**src/rtl/bcd_clk_pkg.sv**
```systemverilog
package bcd_clk_pkg;
  typedef logic [3:0] bcd_t;

  typedef struct packed {
    bcd_t tens;
    bcd_t units;
  } bcd_pair_t;

  localparam bcd_t BCD_NINE = 4'd9;
endpackage

```
**src/rtl/clk_tick_gen.sv**
```systemverilog
module clk_tick_gen #(
  parameter int CLK_PER_REF  = 2,
  parameter int REF_PER_FAST = 100,
  parameter int FAST_PER_SEC = 10
) (
  input  logic clk,
  input  logic rst,
  output logic ref_tick,
  output logic fast_tick,
  output logic sec_tick,
  output logic tone_lo,
  output logic tone_hi
);
  localparam int DW   = (CLK_PER_REF  > 2) ? $clog2(CLK_PER_REF)  : 1;
  localparam int RW   = (REF_PER_FAST > 2) ? $clog2(REF_PER_FAST) : 1;
  localparam int SW   = (FAST_PER_SEC > 2) ? $clog2(FAST_PER_SEC) : 1;
  localparam int HALF = CLK_PER_REF / 2;

  logic [DW-1:0] div_q;
  logic [RW-1:0] ref_q;
  logic [SW-1:0] fast_q;

  assign ref_tick  = (div_q == DW'(CLK_PER_REF - 1));
  assign fast_tick = ref_tick && (ref_q == RW'(REF_PER_FAST - 1));
  assign sec_tick  = fast_tick && (fast_q == SW'(FAST_PER_SEC - 1));

  always_ff @(posedge clk) begin
    if (rst) begin
      div_q   <= '0;
      ref_q   <= '0;
      fast_q  <= '0;
      tone_lo <= 1'b0;
      tone_hi <= 1'b0;
    end else begin
      div_q <= ref_tick ? '0 : div_q + 1'b1;
      if (div_q == '0 || div_q == DW'(HALF))
        tone_hi <= ~tone_hi;
      if (ref_tick) begin
        tone_lo <= ~tone_lo;
        ref_q   <= fast_tick ? '0 : ref_q + 1'b1;
      end
      if (fast_tick)
        fast_q <= sec_tick ? '0 : fast_q + 1'b1;
    end
  end
endmodule

```
**src/rtl/key_filter.sv**
```systemverilog
module key_filter #(
  parameter int DEB_SAMPLES = 20
) (
  input  logic clk,
  input  logic rst,
  input  logic sample_en,
  input  logic raw,
  output logic level
);
  localparam int CW = $clog2(DEB_SAMPLES + 1);

  logic [1:0]    sync_q;
  logic [CW-1:0] run_q;

  always_ff @(posedge clk) begin
    if (rst) begin
      sync_q <= '0;
      run_q  <= '0;
      level  <= 1'b0;
    end else begin
      sync_q <= {sync_q[0], raw};
      if (sample_en) begin
        if (sync_q[1] != level) begin
          if (run_q == CW'(DEB_SAMPLES - 1)) begin
            level <= sync_q[1];
            run_q <= '0;
          end else begin
            run_q <= run_q + 1'b1;
          end
        end else begin
          run_q <= '0;
        end
      end
    end
  end
endmodule

```
**src/rtl/bcd_pair_counter.sv**
```systemverilog
module bcd_pair_counter
  import bcd_clk_pkg::*;
#(
  parameter int TOP_TENS  = 5,
  parameter int TOP_UNITS = 9
) (
  input  logic      clk,
  input  logic      rst,
  input  logic      clear,
  input  logic      step,
  output bcd_pair_t value,
  output logic      at_top
);
  assign at_top = (value.tens == 4'(TOP_TENS)) && (value.units == 4'(TOP_UNITS));

  always_ff @(posedge clk) begin
    if (rst || clear) begin
      value <= '0;
    end else if (step) begin
      if (at_top) begin
        value <= '0;
      end else if (value.units == BCD_NINE) begin
        value.units <= '0;
        value.tens  <= value.tens + 1'b1;
      end else begin
        value.units <= value.units + 1'b1;
      end
    end
  end
endmodule

```
**src/rtl/chime_gate.sv**
```systemverilog
module chime_gate
  import bcd_clk_pkg::*;
(
  input  logic      clk,
  input  logic      rst,
  input  bcd_pair_t minutes,
  input  bcd_pair_t seconds,
  input  logic      tone_lo,
  input  logic      tone_hi,
  output logic      speaker
);
  logic warn_win;
  logic hour_win;

  assign warn_win = (minutes.tens == 4'd5) && (minutes.units == 4'd9) &&
                    (seconds.tens == 4'd5) && !seconds.units[0];
  assign hour_win = (minutes == '0) && (seconds == '0);

  always_ff @(posedge clk) begin
    if (rst) speaker <= 1'b0;
    else     speaker <= (warn_win && tone_lo) || (hour_win && tone_hi);
  end
endmodule

```
**src/rtl/bcd_clock_core.sv**
```systemverilog
module bcd_clock_core
  import bcd_clk_pkg::*;
#(
  parameter int CLK_PER_REF  = 2,
  parameter int REF_PER_FAST = 100,
  parameter int FAST_PER_SEC = 10,
  parameter int DEB_SAMPLES  = 20
) (
  input  logic       clk,
  input  logic       rst,
  input  logic       key_hour,
  input  logic       key_min,
  input  logic       key_sec,
  output logic [3:0] hr_tens,
  output logic [3:0] hr_units,
  output logic [3:0] mn_tens,
  output logic [3:0] mn_units,
  output logic [3:0] sc_tens,
  output logic [3:0] sc_units,
  output logic       speaker
);
  localparam int NKEYS = 3;

  logic ref_tick, fast_tick, sec_tick, tone_lo, tone_hi;

  clk_tick_gen #(
    .CLK_PER_REF (CLK_PER_REF),
    .REF_PER_FAST(REF_PER_FAST),
    .FAST_PER_SEC(FAST_PER_SEC)
  ) u_ticks (
    .clk      (clk),
    .rst      (rst),
    .ref_tick (ref_tick),
    .fast_tick(fast_tick),
    .sec_tick (sec_tick),
    .tone_lo  (tone_lo),
    .tone_hi  (tone_hi)
  );

  logic [NKEYS-1:0] raw_keys;
  logic [NKEYS-1:0] key_lvl;
  assign raw_keys = {key_sec, key_min, key_hour};

  for (genvar k = 0; k < NKEYS; k++) begin : g_key
    key_filter #(.DEB_SAMPLES(DEB_SAMPLES)) u_filt (
      .clk      (clk),
      .rst      (rst),
      .sample_en(ref_tick),
      .raw      (raw_keys[k]),
      .level    (key_lvl[k])
    );
  end

  logic key_hour_lvl, key_min_lvl, key_sec_lvl;
  assign key_hour_lvl = key_lvl[0];
  assign key_min_lvl  = key_lvl[1];
  assign key_sec_lvl  = key_lvl[2];

  bcd_pair_t sec_v, min_v, hr_v;
  logic      sec_top, min_top, hr_top;
  logic      sec_carry, min_step, min_carry, hr_step;

  assign sec_carry = sec_tick && sec_top && !key_sec_lvl;
  assign min_step  = sec_carry || (fast_tick && key_min_lvl);
  assign min_carry = sec_carry && min_top;
  assign hr_step   = min_carry || (fast_tick && key_hour_lvl);

  bcd_pair_counter #(.TOP_TENS(5), .TOP_UNITS(9)) u_sec (
    .clk(clk), .rst(rst), .clear(key_sec_lvl), .step(sec_tick),
    .value(sec_v), .at_top(sec_top)
  );

  bcd_pair_counter #(.TOP_TENS(5), .TOP_UNITS(9)) u_min (
    .clk(clk), .rst(rst), .clear(1'b0), .step(min_step),
    .value(min_v), .at_top(min_top)
  );

  bcd_pair_counter #(.TOP_TENS(2), .TOP_UNITS(3)) u_hr (
    .clk(clk), .rst(rst), .clear(1'b0), .step(hr_step),
    .value(hr_v), .at_top(hr_top)
  );

  chime_gate u_chime (
    .clk    (clk),
    .rst    (rst),
    .minutes(min_v),
    .seconds(sec_v),
    .tone_lo(tone_lo),
    .tone_hi(tone_hi),
    .speaker(speaker)
  );

  assign hr_tens  = hr_v.tens;
  assign hr_units = hr_v.units;
  assign mn_tens  = min_v.tens;
  assign mn_units = min_v.units;
  assign sc_tens  = sec_v.tens;
  assign sc_units = sec_v.units;
endmodule

```
**config.mk**
```make
export PLATFORM = sky130hd
export DESIGN_NAME = bcd_clock_core
export DESIGN_NICKNAME = d
export VERILOG_FILES = /design/src/rtl/bcd_clk_pkg.sv /design/src/rtl/clk_tick_gen.sv /design/src/rtl/key_filter.sv /design/src/rtl/bcd_pair_counter.sv /design/src/rtl/chime_gate.sv /design/src/rtl/bcd_clock_core.sv
export SDC_FILE = /design/constraint.sdc
export NUM_CORES = 1
export LEC_CHECK = 0
export ABC_AREA = 1
export ABC_CLOCK_PERIOD_IN_PS = 3900
export CAP_MARGIN = 20
export CORE_MARGIN = 10
export CORE_UTILIZATION = 50
export DETAILED_ROUTE_END_ITERATION = 8
export PLACE_DENSITY = 0.78
export RECOVER_POWER = 100
export SLEW_MARGIN = 10
export SYNTH_ARGS = -nofsm -noshare
export SYNTH_HDL_FRONTEND = slang
export SYNTH_SLANG_ARGS = --single-unit
```
**constraint.sdc**
```tcl
create_clock -name clk -period 3.9 [get_ports clk]
set_input_delay 0.39 -clock clk [delete_from_list [all_inputs] [get_ports clk]]
set_output_delay 0.39 -clock clk [all_outputs]
set_load 0.01 [all_outputs]
```
======== After elaboration in Yosys (flattened, before gate mapping) ========
Cells that the tools add are included.
storage, ports and cells
  bits in read-only memories .............. 0
  RAM bits ................................ 0
  input bits .............................. 5
  bits in latches ......................... 0
  memories kept ........................... 0
  bits in registers ....................... 63
  logic and storage cells ................. 100
operators by class
  bitwise logic cells ..................... 2
  $lt $le $gt $ge ......................... 0
  shift-type cells ........................ 0
  multipliers ............................. 0
  $add $sub $neg .......................... 12
  mux-type cells .......................... 17
  equality and inequality tests ........... 15
  reductions and logical operators ........ 33
  divide/modulo/power cells ............... 0
operators by type and width
  cell                 number
  $mux 5               6
  $add 4x1->4 const B  7
  $mux 4               7
  $mux 8               3
  $eq 4x4->1 const B   4
  $logic_not 8->1      2
  $add 5x1->5 const B  3
  $eq 5x5->1 const B   3
  $logic_and 1x1->1    15
  $reduce_and 3->1     3
  $eq 4x2->1 const B   2
  $eq 4x3->1 const B   2
  $add 7x1->7 const B  1
  $eq 7x7->1 const B   1
  $mux 7               1
  $reduce_and 2->1     3
  $reduce_bool 2->1    3
  $logic_or 1x1->1     4
  $ne 1x1->1           3
  $logic_not 1->1      2
  $not 1->1            2
  $reduce_or 2->1      1
  $add 1x1->1 const B  1

======== Depth between registers and ports, before layout ========
  depth in word-level cells ............... 8
  mapped depth ............................ 12
  gate-level depth less buffers ........... 12

======== Modules after synthesis ========
A second synthesis with hierarchy kept.
unflattened totals
  cells, all modules ...................... 523
  area, all modules ....................... 3518.4 um2
modules (own cells, without submodules)
  module                         cells an instance  area each (um2)  seq. area each (um2)  times used
  key_filter                     64                 416.6            160.2                 3
  bcd_pair_counter at u_min ...  64                 452.9            160.2                 2
  clk_tick_gen                   97                 698.2            280.3                 1
  bcd_pair_counter at u_hr       64                 475.5            160.2                 1
  chime_gate                     34                 155.1            20.0                  1
  bcd_clock_core                 8                  33.8             0.0                   1

======== Least setup slack after synthesis ========
OpenSTA, ideal clock, no wires.
  path type ............................... reg2reg
  start ................................... register u_sec.value[0] (netlist name)
  end ..................................... register u_min.value[4] (netlist name)
  data required time ...................... 3.768 ns
  data arrival time ....................... 1.429 ns
  slack ................................... 2.339 ns
  library setup time ...................... 0.132 ns
  path buffers ............................ 0
  cell stages (with the launch flop) ...... 11
  cell sequence ........................... dfxtp_1 > ha_1 > nand2_1 > nor2_2 > nand2_1 > nor2_2 > nand2_2 > nand2_4 > nand2_2 > nand2_1 > a21oi_1
between the ends
  word-level cells in the longest chain between the ends .. 6
ends and longest elaborated chain
  item                               RTL line                text
  start: declaration                 bcd_pair_counter.sv:11  output bcd_pair_t value,
  $eq 4x4->1                         bcd_pair_counter.sv:14  assign at_top = (value.tens == 4'(TOP_TENS)) && (value.units == 4'(TOP_UNITS));
  $logic_and 1x1->1                  bcd_pair_counter.sv:14
  $logic_and 1x1->1 (2 in series)    bcd_clock_core.sv:63    assign sec_carry = sec_tick && sec_top && !key_sec_lvl;
  $logic_or 1x1->1                   bcd_clock_core.sv:64    assign min_step = sec_carry || (fast_tick && key_min_lvl);
  $reduce_and 2->1 (no source line)  n/a
  end: declaration                   bcd_pair_counter.sv:11
No other way between the ends.
A chain may end at the register's enable or synchronous reset.

======== Worst setup path after layout ========
  start ................................... register u_ticks.div_q (netlist: u_ticks.ref_tick)
  end ..................................... register u_hr.value[7] (netlist name)
between the ends
  word-level cells in the longest chain between the ends .. 7
ends and longest elaborated chain
  item                                 RTL line                text
  start: declaration                   clk_tick_gen.sv:19      logic [DW-1:0] div_q;
  start signal: assignment             clk_tick_gen.sv:35      div_q <= ref_tick ? '0 : div_q + 1'b1;
  $logic_and 1x1->1 *                  clk_tick_gen.sv:24      assign fast_tick = ref_tick && (ref_q == RW'(REF_PER_FAST - 1));
  $logic_and 1x1->1                    clk_tick_gen.sv:25      assign sec_tick = fast_tick && (fast_q == SW'(FAST_PER_SEC - 1));
  $logic_and 1x1->1 (2 in series)      bcd_clock_core.sv:63
  $logic_and 1x1->1                    bcd_clock_core.sv:65    assign min_carry = sec_carry && min_top;
  $logic_or 1x1->1 *                   bcd_clock_core.sv:66    assign hr_step = min_carry || (fast_tick && key_hour_lvl);
  $reduce_and 2->1 (no source line) *  n/a
  end: declaration                     bcd_pair_counter.sv:11
Every way passes the cells marked *; elsewhere a longest branch is shown, timed or not.

==> results.cfg <==
[placed_design]
dp_hpwl_mm = 4.670
place_congestion = 0.8190
port_buffers = 29
placed_cells = 498
dpl_cell_area_um2 = 3463

[synthesis]
synth-edff-count = 0
yosys_most_used_dff = dfxtp_1
synth_area_leaders = dfxtp_1 (41%), ha_1 (8.9%), nor2_1 (8.0%)
ys_ff_latch = 63
yosysWarnings = 0
yosysMostFrequentCell = nor2_1
synth_top_area_share_pct = 40.78
yosysTopAreaCell = dfxtp_1
avgSynthCellArea_um2 = 7.771
async_flop_share_pct = 0
syn_inst = 398
ys_types = 33
syn-num-nets = 425
ys_seq_area_share_pct = 40.78
syn-cell-area_um2 = 3093
synth_common_cells = nor2_1 (66), dfxtp_1 (63), nand2_1 (53)

[worst_setup_path]
cp.arrival_ns = 2.95
cp-end-kind = flop
worstPathRequired_ns = 4.18
start_kind = flop
critical_path_class = flop to flop
critPathMaxFanout = 26

[timing]
rsz0062_at_grt = no
tightest_slew_ns = 1.061
setup_tns_ns = 0
slew_headroom_pct = 29.27
fin_skew_ns = 0.01140
fmax_ghz = 0.3750
finalCritPeriodShare_pct = 68.38
setup_viol = 0
hold_viol = 0
slew_violations = 0
min_period_ns = 2.667

[clocking]
cts.sinks = 63
cts_resized = 0
post_cts_buffers = 0
root_buffer = clkbuf_8
clk_pin_slew_ns = 0.07
numCtsBuffers = 9
hold_buffers = 0
clockBufferDepth = 2
cts.htree.levels = 3
cts_tree = built
clkLatencyLatePin_ns = 0.35

[global_routing]
first_global_vias = 2488
grt_pass1_wl_mm = 11.14
globalRouteOverflowTotal = 0
gr-usage-all-layers_pct = 13.60
antenna_found_initial = 0
grt_max_degree = 27

[floorplan]
ioPinCount = 30
die_area_um2 = 9732
core_um2 = 5956
rows = 28
die_h_um = 98.65
die_w_um = 98.65
initial_core_util_pct = 51.93

[pwr]
powerDensity_nw_per_um2 = 373.9
p_leak_nw = 1.640
max-vdd-ir-drop_uv = 290.3

[detailed_routing]
routed_via_density = 5.096
drt-total-wl_mm = 6.405
ant_nets = 0
drc = 0
first_iter_violations = 116
dr.pass1.iters = 4
vias = 2614
wire_per_inst_um = 12.49

[finish]
syn_to_final_growth_pct = 17.60
antenna_cells = 0
nFillCells = 509
nets = 461
stdcell_count = 513
finalInstanceArea_um2 = 3637
layout-drive-gt1-share_pct = 6.164

[hold_path]
hold_class = flop to flop

[run]
max_cap_violations = 0

[run_status]
status = completed
[area by class of cell]
cell class / instances / area [um2] / area share, %
multi-input combinational: 278 / 1563 / 42.97
inverter: 51 / 191.4 / 5.263
tap: 75 / 93.84 / 2.580
timing repair buffer: 31 / 297.8 / 8.187
clock inverter: 3 / 65.06 / 1.789
clock buffer: 12 / 165.2 / 4.541
sequential: 63 / 1261 / 34.67
[path summary, 6_finish.rpt]
check                                             from                              endpoint  cells past startpoint  slack [ns]
setup / recovery           u_ticks.ref_tick$_SDFF_PP0_            u_hr.value[7]$_SDFFE_PP0P_                     10        1.23
hold / removal    g_key[1].u_filt.sync_q[0]$_SDFF_PP0_  g_key[1].u_filt.sync_q[1]$_SDFF_PP0_                      2        0.40
setup reg to reg           u_ticks.ref_tick$_SDFF_PP0_            u_hr.value[7]$_SDFFE_PP0P_                     10        1.23
hold reg to reg   g_key[1].u_filt.sync_q[0]$_SDFF_PP0_  g_key[1].u_filt.sync_q[1]$_SDFF_PP0_                      2        0.40
[where the power goes]
group          leakage [nW]  internal, mW  switching, mW
clock                 0.118         0.408          0.245
sequential            0.511         0.654         0.0122
combinational          1.01        0.0163         0.0255
total                  1.64          1.08          0.282
[critical path: stages (launching register included)]
cell     delay (ns)
dfxtp_1        0.90
nand2_4        0.06
nor2_1         0.25
nand2_4        0.08
nor2_1         0.42
nand3_4        0.14
nand2_1        0.22
nand2_1        0.25
nand2_1        0.12
nand2_1        0.05
nor2_1         0.13
[cells in the final DEF, fill, tap and decap left out, types with 4 or more instances in the layout]
| cell | synthesis | layout |
|---|---|---|
| inv_1 | 48 | 49 |
| nand3_1 | 30 | 30 |
| dfxtp_1 | 63 | 63 |
| nand4_1 | 11 | 11 |
| nor2_1 | 66 | 68 |
| o21ai_0 | 15 | 16 |
| nand2_4 | 7 | 4 |
| clkbuf_8 | 0 | 12 |
| xnor2_1 | 5 | 5 |
| ha_1 | 22 | 22 |
| xor2_1 | 15 | 15 |
| nor3_1 | 7 | 7 |
| dlygate4sd3_1 | 0 | 26 |
| a21oi_1 | 24 | 24 |
| nor2_2 | 4 | 4 |
| nand2_1 | 53 | 57 |
[kinds of logic after synthesis]
logic type	count (synthesis)	synth area share, %
adders and majority gates	22	8.900
and+or+nand+nor	190	29.53
DFF	63	40.78
AOI/OAI and AO/OA	46	8.010
buffers and inverters	57	7.120
xor gates and xnor gates	20	5.663
[stage by stage]
stage	hold WS (ns)	utilization, %	setup slack (ns)	power, mW
global placement	0.3927	58.15	1.913	0.7207
CTS	0.4093	62.02	1.901	1.379
detailed placement	0.4011	58.15	1.866	0.7233
floorplan	0.3858	-	2.339	0.7079
finish	0.4032	61.07	1.233	1.360
global route	0.4214	61.07	0.9252	1.400
[sequential cells by signal, summed over array words and instances, names as in the netlist, 3 cells and up]
register / flops
g_key.u_filt.run_q: 15
u_hr.value: 8
u_min.value: 8
u_sec.value: 8
u_ticks.ref_q: 7
g_key.u_filt.sync_q: 6
u_ticks.fast_q: 4
g_key.u_filt.level: 3
[per-layer routing]
metal | share of wire, % | vias up | track usage (%)
met5 | 0 | - | 0
met4 | 2.4 | 0 | 6.725
met3 | 5.6 | 14 | 4.679
met2 | 47 | 53 | 22.04
met1 | 45 | 1191 | 15.63
li1 | - | 1356 | -
Note: power is estimated with default switching activity, not from simulation.
